`config.mk`:
```
export PLATFORM = sky130hd
export DESIGN_NAME = mcu_irq_ctrl
export DESIGN_NICKNAME = d
export VERILOG_FILES = /design/src/rtl/mcu_irq_pkg.sv /design/src/rtl/mcu_irq_vregs.sv /design/src/rtl/mcu_irq_flags.sv /design/src/rtl/mcu_irq_seq.sv /design/src/rtl/mcu_irq_ctrl.sv
export SDC_FILE = /design/constraint.sdc
export NUM_CORES = 1
export LEC_CHECK = 0
export CAP_MARGIN = 10
export CORE_MARGIN = 8
export CORE_UTILIZATION = 35
export CTS_CLUSTER_DIAMETER = 150
export DETAILED_ROUTE_END_ITERATION = 8
export GPL_TIMING_DRIVEN = 0
export PLACE_DENSITY = 0.72
export SKIP_LAST_GASP = 1
export SLEW_MARGIN = 10
export SYNTH_ARGS = -nofsm -noshare
export SYNTH_HDL_FRONTEND = slang
export SYNTH_HIERARCHICAL = 1
export SYNTH_SLANG_ARGS = --single-unit
```
`constraint.sdc`:
```
create_clock -name clk -period 1.2 [get_ports clk]
set_input_delay 0.18 -clock clk [delete_from_list [all_inputs] [get_ports clk]]
set_output_delay 0.18 -clock clk [all_outputs]
set_load 0.005 [all_outputs]
```
`src/rtl/mcu_irq_pkg.sv`:
```
package mcu_irq_pkg;

  // number of interrupt sources served by the unit
  localparam int NSRC = 4;

  // source codes, listed from highest to lowest priority
  typedef enum logic [1:0] {
    SRC_EXT0 = 2'd0,
    SRC_TMR1 = 2'd1,
    SRC_TMR2 = 2'd2,
    SRC_ADC  = 2'd3
  } src_e;

  // position of each enable bit inside its register
  localparam int EN_EXT0_BIT = 0;  // register 1
  localparam int EN_TMR1_BIT = 2;  // register 1
  localparam int EN_TMR2_BIT = 3;  // register 1
  localparam int EN_ADC_BIT  = 2;  // register 2

  // returns the lowest-numbered active source
  function automatic src_e pick_src(input logic [NSRC-1:0] m);
    src_e s;
    s = SRC_EXT0;
    for (int i = NSRC - 1; i >= 0; i--) begin
      if (m[i]) s = src_e'(2'(i));
    end
    return s;
  endfunction

endpackage

```
`src/rtl/mcu_irq_vregs.sv`:
```
module mcu_irq_vregs
  import mcu_irq_pkg::*;
#(
  parameter int ACC_W = 4
) (
  input  logic             clk,
  input  logic             rst,
  input  logic             backup_i,
  input  logic [ACC_W-1:0] acc_i,
  input  logic             wr1_i,
  input  logic             wr2_i,
  output logic [ACC_W-1:0] v1_q,
  output logic [ACC_W-1:0] v2_q,
  output logic [NSRC-1:0]  en_mask
);

  // Every bit is stored, including the bits that have no function.
  always_ff @(posedge clk) begin
    if (rst || backup_i) begin
      v1_q <= '0;
      v2_q <= '0;
    end else begin
      if (wr1_i) v1_q <= acc_i;
      if (wr2_i) v2_q <= acc_i;
    end
  end

  // Gather the enable bits into source order.
  assign en_mask = {v2_q[EN_ADC_BIT], v1_q[EN_TMR2_BIT],
                    v1_q[EN_TMR1_BIT], v1_q[EN_EXT0_BIT]};

  // reset and back-up both clear the registers
  assert_clear_R1: assert property (@(posedge clk)
    (rst || backup_i) |=> (v1_q == '0 && v2_q == '0));

  // without a write strobe, a register keeps its value
  assert_hold_v1_R2: assert property (@(posedge clk) disable iff (rst)
    (!backup_i && !wr1_i) |=> $stable(v1_q));
  assert_hold_v2_R2: assert property (@(posedge clk) disable iff (rst)
    (!backup_i && !wr2_i) |=> $stable(v2_q));

endmodule

```
`src/rtl/mcu_irq_flags.sv`:
```
module mcu_irq_flags
  import mcu_irq_pkg::*;
(
  input  logic            clk,
  input  logic            rst,
  input  logic [NSRC-1:0] req_i,
  input  logic [NSRC-1:0] clr_i,
  output logic [NSRC-1:0] flag_q
);

  for (genvar g = 0; g < NSRC; g++) begin : g_flag
    // A new request wins over a clear on the same edge.
    always_ff @(posedge clk) begin
      if (rst)           flag_q[g] <= 1'b0;
      else if (req_i[g]) flag_q[g] <= 1'b1;
      else if (clr_i[g]) flag_q[g] <= 1'b0;
    end

    // a request pulse always leaves the flag set
    assert_req_latch_R5: assert property (@(posedge clk) disable iff (rst)
      req_i[g] |=> flag_q[g]);

    // a set flag stays set unless something clears it
    assert_flag_keep_R5: assert property (@(posedge clk) disable iff (rst)
      (flag_q[g] && !clr_i[g]) |=> flag_q[g]);
  end

endmodule

```
`src/rtl/mcu_irq_seq.sv`:
```
module mcu_irq_seq
  import mcu_irq_pkg::*;
#(
  parameter int LAT_SHORT = 2,
  parameter int LAT_LONG  = 3
) (
  input  logic            clk,
  input  logic            rst,
  input  logic            inte_set_i,
  input  logic            inte_clr_i,
  input  logic            multi_cyc_i,
  input  logic [NSRC-1:0] en_mask,
  input  logic [NSRC-1:0] flag_q,
  output logic            inte_q,
  output logic            irq_q,
  output logic [1:0]      src_q,
  output logic [NSRC-1:0] accept
);

  localparam int CW = $clog2(LAT_LONG + 1);

  logic [NSRC-1:0] live;
  logic            cond;
  logic            pend_q;
  logic [CW-1:0]   cnt_q;
  logic            fire;
  src_e            win;

  // a source is live when its flag, its enable bit and the global flag are all set
  assign live   = en_mask & flag_q & {NSRC{inte_q}};
  assign cond   = |live;
  assign win    = pick_src(live);
  assign fire   = pend_q && cond && (cnt_q == CW'(1));
  assign accept = fire ? (NSRC'(1) << win) : '0;

  always_ff @(posedge clk) begin
    if (rst) begin
      inte_q <= 1'b0;
      pend_q <= 1'b0;
      cnt_q  <= '0;
      irq_q  <= 1'b0;
      src_q  <= '0;
    end else begin
      irq_q <= fire;
      if (fire) src_q <= win;

      if (inte_clr_i || fire) inte_q <= 1'b0;
      else if (inte_set_i)    inte_q <= 1'b1;

      if (fire || !cond) begin
        pend_q <= 1'b0;
      end else if (!pend_q) begin
        // first cycle with all conditions: load the delay
        pend_q <= 1'b1;
        cnt_q  <= multi_cyc_i ? CW'(LAT_LONG - 1) : CW'(LAT_SHORT - 1);
      end else begin
        cnt_q <= cnt_q - CW'(1);
      end
    end
  end

  // the interrupt is a single-cycle pulse
  assert_pulse_R7: assert property (@(posedge clk) disable iff (rst)
    irq_q |=> !irq_q);

  // the global flag is already clear while the pulse is high
  assert_inte_drop_R10: assert property (@(posedge clk) disable iff (rst)
    irq_q |-> !inte_q);

  // a pulse needs the global flag set in the cycle before it
  assert_gate_R6: assert property (@(posedge clk) disable iff (rst)
    irq_q |-> $past(inte_q));

  // a wait whose conditions have lapsed raises no interrupt
  assert_cancel_R11: assert property (@(posedge clk) disable iff (rst)
    (pend_q && !cond) |=> !irq_q);

  // a clear strobe always wins over a set strobe
  assert_clr_wins_R12: assert property (@(posedge clk) disable iff (rst)
    inte_clr_i |=> !inte_q);

endmodule

```
`src/rtl/mcu_irq_ctrl.sv`:
```
module mcu_irq_ctrl
  import mcu_irq_pkg::*;
#(
  parameter int ACC_W     = 4,
  parameter int LAT_SHORT = 2,
  parameter int LAT_LONG  = 3
) (
  input  logic             clk,
  input  logic             rst,
  input  logic             backup_i,
  input  logic [ACC_W-1:0] acc_i,
  input  logic             wr_v1_i,
  input  logic             wr_v2_i,
  input  logic             inte_set_i,
  input  logic             inte_clr_i,
  input  logic             multi_cyc_i,
  input  logic [NSRC-1:0]  req_i,
  input  logic [NSRC-1:0]  poll_i,
  output logic [ACC_W-1:0] v1_o,
  output logic [ACC_W-1:0] v2_o,
  output logic             inte_o,
  output logic [NSRC-1:0]  req_flag_o,
  output logic [NSRC-1:0]  skip_ok_o,
  output logic             irq_o,
  output logic [1:0]       irq_src_o
);

  logic [NSRC-1:0] en_mask;
  logic [NSRC-1:0] accept;
  logic [NSRC-1:0] clr_mask;

  mcu_irq_vregs #(.ACC_W(ACC_W)) u_vregs (
    .clk      (clk),
    .rst      (rst),
    .backup_i (backup_i),
    .acc_i    (acc_i),
    .wr1_i    (wr_v1_i),
    .wr2_i    (wr_v2_i),
    .v1_q     (v1_o),
    .v2_q     (v2_o),
    .en_mask  (en_mask)
  );

  // a polling instruction is valid only while its source is disabled
  assign skip_ok_o = ~en_mask;
  assign clr_mask  = accept | (poll_i & skip_ok_o);

  mcu_irq_flags u_flags (
    .clk    (clk),
    .rst    (rst),
    .req_i  (req_i),
    .clr_i  (clr_mask),
    .flag_q (req_flag_o)
  );

  mcu_irq_seq #(
    .LAT_SHORT (LAT_SHORT),
    .LAT_LONG  (LAT_LONG)
  ) u_seq (
    .clk         (clk),
    .rst         (rst),
    .inte_set_i  (inte_set_i),
    .inte_clr_i  (inte_clr_i),
    .multi_cyc_i (multi_cyc_i),
    .en_mask     (en_mask),
    .flag_q      (req_flag_o),
    .inte_q      (inte_o),
    .irq_q       (irq_o),
    .src_q       (irq_src_o),
    .accept      (accept)
  );

  // an invalid polling strobe leaves the flag alone
  assert_poll_ignored_R5: assert property (@(posedge clk) disable iff (rst)
    (req_flag_o[0] && poll_i[0] && !skip_ok_o[0] && !accept[0]) |=> req_flag_o[0]);

endmodule

```
# Word level (Yosys, flattened, before mapping)
# Cells that the tools add are included.
# word_totals
inputBits,20
ff_bits,19
# op_classes
n_eq_ne,1
mux,16
reduce_logical,12
n_bitwise,5
addsub,1
shift,1
# op_table
cell,n
$and 4x4->4,3
$mux 2,6
$mux 1,9
$reduce_bool 2->1,4
$mux 4,1
$not 4->4,1
$or 4x4->4,1
$reduce_or 4->1,1
$shl 1x2->4 const A,1
$logic_or 1x1->1,3
$eq 2x1->1 const B,1
$logic_and 1x1->1,2
$reduce_or 2->1,1
$sub 2x1->2 const B,1
$logic_not 1->1,1

# Depth between registers and ports, before layout
# logic_depth
ltp_word,11
mapped_depth,9
ltp_nobuf,9

# By module
# The synthesis kept the hierarchy.
# by_module_without_submodules
module,seq_area_each_um2,cells_each,area_per_inst_um2,n_inst
mcu_irq_seq,140.1,45,381.6,1
mcu_irq_vregs,160.2,32,327.8,1
mcu_irq_flags,80.1,16,140.1,1
mcu_irq_ctrl,0.0,8,45.0,1

# Worst setup path after synthesis
# OpenSTA, ideal clock, no wires.
# synth_timing
kind,reg2reg
startpoint,register u_seq.cnt_q[1]
endpoint,register u_flags.flag_q[2]
synth_period_minus_slack_ps,1286
arrival_time_ps,1217
path_stages_with_launch,10
setup_time_ps,70
path_slack_ps,-86
cell_sequence,dfxtp_1 inv_1 ha_1 nand3_1 nor2_1 nand2_1 nor2b_1 a21o_1 nand2b_1 a21oi_1
# synth_between
elab_chain_len,5
# synth_lines
element,line_no,source
from (decl),mcu_irq_seq.sv:25,logic [CW-1:0] cnt_q;
from (signal assigned),mcu_irq_seq.sv:55,cnt_q <= multi_cyc_i ? CW'(LAT_LONG - 1) : CW'(LAT_SHORT - 1);
from (signal assigned),mcu_irq_seq.sv:57,cnt_q <= cnt_q - CW'(1);
$eq 2x1->1,mcu_irq_seq.sv:33,assign fire = pend_q && cond && (cnt_q == CW'(1));
$logic_and 1x1->1,mcu_irq_seq.sv:33,
$mux 4,mcu_irq_seq.sv:34,assign accept = fire ? (NSRC'(1) << win) : '0;
via accept[2],mcu_irq_ctrl.sv:29,logic [NSRC-1:0] accept;
$or 4x4->4,mcu_irq_ctrl.sv:46,assign clr_mask = accept | (poll_i & skip_ok_o);
via clr_mask[2],mcu_irq_ctrl.sv:30,logic [NSRC-1:0] clr_mask;
$reduce_bool 2->1 (no line),--,
"to (signal, indexed assignment)",mcu_irq_flags.sv:14,if (rst) flag_q[g] <= 1'b0;
"to (signal, indexed assignment)",mcu_irq_flags.sv:15,else if (req_i[g]) flag_q[g] <= 1'b1;
"to (signal, indexed assignment)",mcu_irq_flags.sv:16,else if (clr_i[g]) flag_q[g] <= 1'b0;
to (decl),mcu_irq_flags.sv:8,output logic [NSRC-1:0] flag_q
# The timed path passes the listed nets, and every way through them passes these cells.
# A chain may end at the register's enable or synchronous reset.

# Worst setup path after layout
# layout_timing
startpoint,register u_seq.cnt_q[1]
endpoint,register u_seq.cnt_q[0]
# layout_between
elab_chain_len,3
# layout_lines
element,line_no,source
$eq 2x1->1,mcu_irq_seq.sv:33,
$logic_and 1x1->1,mcu_irq_seq.sv:33,
$logic_or 1x1->1,mcu_irq_seq.sv:50,if (fire || !cond) begin
# Every way passes these cells.

==> reports/metrics.json <==
{
  "critical_path_class": "register to register",
  "cts-root-to-sink-buffers": 2,
  "max_cap_viol_count": 0,
  "syn_avg_cell_area_sq_um": 8.86,
  "internal_power_mw": 0.910,
  "switching_share_pct": 24.9,
  "finalNetCount": 182,
  "groute.usage.overall_pct": 12.1,
  "postRouteAntennaNets": 0,
  "achievable-frequency_mhz": 746,
  "antenna_found_initial": 0,
  "finalClockSkew_ns": 0.00864,
  "area_growth_syn_to_layout_pct": 77.9,
  "routed_via_count_divided_by_cell_count": 4.91,
  "netlist_instances": 101,
  "route.top_layer_used": "met4",
  "worstReg2RegEnd": "u_seq/cnt_q[0]",
  "grt-ovfl-total": 0,
  "cts_tree": "built",
  "synth.yosys.warnings": 6,
  "cts-htree-levels": 1,
  "p_comb_share_pct": 18.4,
  "mostFrequentLayoutCells": "17 x sky130_fd_sc_hd__clkdlybuf4s50_1, 14 x sky130_fd_sc_hd__nor2_1, 13 x sky130_fd_sc_hd__buf_6, 13 x sky130_fd_sc_hd__buf_4, 12 x sky130_fd_sc_hd__dlygate4sd2_1",
  "cts.sinks": 19,
  "r2r_setup_slack_ns": -0.14,
  "power_density_nw_per_um2": 761,
  "clkTransAtPathRegs_ns": 0.11,
  "tightestPinTransition_ns": 0.445,
  "post-route-drc-count": 0,
  "synth_sequential_area_ratio_pct": 42.5,
  "clock_latency_ns": 0.30,
  "rsz_0062_raised_after_global_routing": "true",
  "finalWorstPathRequiredPeriod_ns": 1.34,
  "placed_cells": 168,
  "most_common_cell_after_layout_fill_and_taps_aside": "sky130_fd_sc_hd__clkdlybuf4s50_1",
  "setup.worst_path.start": "u_seq/cnt_q[1]",
  "rows": 18,
  "detailroute.wirelength.met3_microns": 210,
  "cellLeakagePower_nw": 0.715,
  "antenna_cells": 0,
  "fin_cells": 190,
  "result_of_the_run": "complete, but fails checks",
  "drt_pass1_iterations": 4,
  "total_power_mw": 1.21,
  "syn_area_sq_um": 895,
  "grt_pass1_vias": 902,
  "drtIter0Drc": 28,
  "final-setup-viol-count": 9,
  "worstSetupStartpointType": "register",
  "violations": "setup timing",
  "power.ir.vdd_worst_uv": 690,
  "die_boundary_width_microns": 66.6,
  "part_of_the_cycle_the_worst_path_needs_pct": 112,
  "synth_nets": 122,
  "timing.hold.worst.start": "wr_v2_i",
  "first_pass_grt_wire_length_mm": 4.22,
  "critPathRequiredTime_ns": 1.38,
  "reg2reg_from": "u_seq/cnt_q[1]",
  "port_buffers": 37,
  "timing.critical_path.arrival_ns": 1.52,
  "endpoint_kind": "register",
  "timing.slew.headroom_pct": 70.2,
  "post_synth_num_cell_types": 26,
  "holdBufCountCts": 0,
  "asyncSetResetFlopFracSynth_pct": 0,
  "report.final.slew_viol_count": 0,
  "synth.ff_latch_count": 19,
  "clkPwrFrac_pct": 26.8,
  "start_util_pct": 36.4,
  "globalplace.congestion": 0.724,
  "detail_route.wirelength.met1_mm": 1.10,
  "fp.coreArea_sq_um": 2450,
  "worst_r2r_path_depth": 5,
  "totalWireLength_mm": 2.81,
  "die_height_microns": 66.6,
  "wl_met2_mm": 1.44,
  "synthFlopType": "sky130_fd_sc_hd__dfxtp_1",
  "final.setup.worst_slack_ns": -0.141,
  "hold_viol": 0,
  "cts.root.buffer_cell": "sky130_fd_sc_hd__clkbuf_4",
  "crit_path_max_fanout": 2,
  "power.switching_mw": 0.302,
  "endpoint": "u_seq/cnt_q[0]",
  "ioPinCount": 40,
  "vias": 932,
  "post_route_cells_drive_above_1_share_pct": 40.6,
  "pwr-share-seq_pct": 54.9,
  "largest_net_degree_at_the_start_of_global_routing": 13,
  "synth_edf_count": 0,
  "worstHoldPathType": "input port to register",
  "design.die.area_sq_um": 4430,
  "route.detailed.wl_per_inst_microns": 14.8,
  "total_cts_buffers": 3,
  "placed_wire_length_estimate_mm": 1.80
}
==> power groups by stage <==
stage	Sequential, mW	Clock [mW]	Combinational, mW
after global routing	0.668	0.368	0.239
after CTS	0.667	0.335	0.206
after detailed placement	0.693	0	0.198
after floorplan	0.690	0	0.0759
after global placement	0.692	0	0.194
final	0.665	0.324	0.223
==> cell usage after synthesis (2+ instances only) <==
| library cell | number | area, sq um |
|---|---|---|
| sky130_fd_sc_hd__a21o_1 | 4 | 30.0 |
| sky130_fd_sc_hd__a21oi_1 | 7 | 35.0 |
| sky130_fd_sc_hd__buf_4 | 4 | 30.0 |
| sky130_fd_sc_hd__clkbuf_2 | 2 | 10.0 |
| sky130_fd_sc_hd__dfxtp_1 | 19 | 380 |
| sky130_fd_sc_hd__inv_1 | 10 | 37.5 |
| sky130_fd_sc_hd__mux2i_1 | 8 | 80.1 |
| sky130_fd_sc_hd__nand2_1 | 4 | 15.0 |
| sky130_fd_sc_hd__nand2b_1 | 6 | 37.5 |
| sky130_fd_sc_hd__nand3_1 | 3 | 15.0 |
| sky130_fd_sc_hd__nor2_1 | 16 | 60.1 |
| sky130_fd_sc_hd__nor2b_1 | 3 | 18.8 |
| sky130_fd_sc_hd__nor3_1 | 2 | 10.0 |
==> critical path, cell delays in order (launching register included) <==
cell,delay (ns)
sky130_fd_sc_hd__dfxtp_2,0.35
sky130_fd_sc_hd__inv_2,0.04
sky130_fd_sc_hd__ha_4,0.16
sky130_fd_sc_hd__and2_4,0.17
sky130_fd_sc_hd__a2111oi_2,0.41
sky130_fd_sc_hd__nor3_1,0.09
==> registers in the layout (all words and copies together), names as in the netlist <==
signal,count
u_seq/cnt_q,2
u_flags/flag_q,4
u_seq/pend_q,1
u_seq/src_q,2
u_vregs/v2_q,4
u_vregs/v1_q,4
u_seq/inte_q,1
u_seq/irq_q,1
==> final cells by class <==
cell class	instances	area, sq um
Inverter	10	37.5
Buffer	5	40.0
Multi-Input combinational cell	65	508
Sequential cell	19	418
Clock buffer	4	26.3
Fill cell	204	863
Timing Repair Buffer	57	524
Tap cell	30	37.5
==> metal layers <==
layer | track usage [%] | up-vias
met5 | 0 | -
met4 | 7.47 | 0
met3 | 3.86 | 6
met2 | 20.3 | 30
met1 | 12.9 | 443
li1 | - | 453
==> stage by stage <==
stage | utilization (%) | hold slack (ns) | setup TNS, ns | instance area, sq um | worst slack (ns)
global placement | 54.2 | 0.465 | -2.51 | 1330 | -0.240
floorplan | - | 0.242 | -0.0761 | 922 | -0.0226
detailed placement | 54.2 | 0.475 | -2.56 | 1330 | -0.252
global route | 64.8 | 0.250 | -1.60 | 1590 | -0.212
CTS | 60.2 | 0.222 | -0.584 | 1480 | -0.120
finish | 64.8 | 0.240 | -0.938 | 1590 | -0.141
==> what timing repair did <==
action	in CTS	in global routing
setup buffers	12	9
resized for setup	51	28
setup endpoints to repair	26	20
pin swaps	8	13
==> worst min path at each step <==
stage / end / slack, ns / depth (start not counted)
after floorplan: u_flags/flag_q[1] / 0.24 / 1
after global placement: u_seq/src_q[0] / 0.46 / 2
after detailed placement: u_seq/src_q[0] / 0.47 / 2
after CTS: u_vregs/v2_q[2] / 0.22 / 3
after global routing: u_vregs/v1_q[1] / 0.25 / 3
final: u_vregs/v2_q[2] / 0.24 / 3
==> cell families after synthesis <==
| logic type | count (synthesis) | share of synthesized area [%] |
|---|---|---|
| flip-flops | 19 | 42.5 |
| multiplexers | 8 | 8.95 |
| buffers and inverters | 17 | 9.93 |
| AO/OA/AOI/OAI | 18 | 16.9 |
| adder cells (fa/ha/maj) | 1 | 1.40 |
| AND/OR/NAND/NOR | 38 | 20.3 |
No activity file was read; power rests on OpenSTA's default activity.
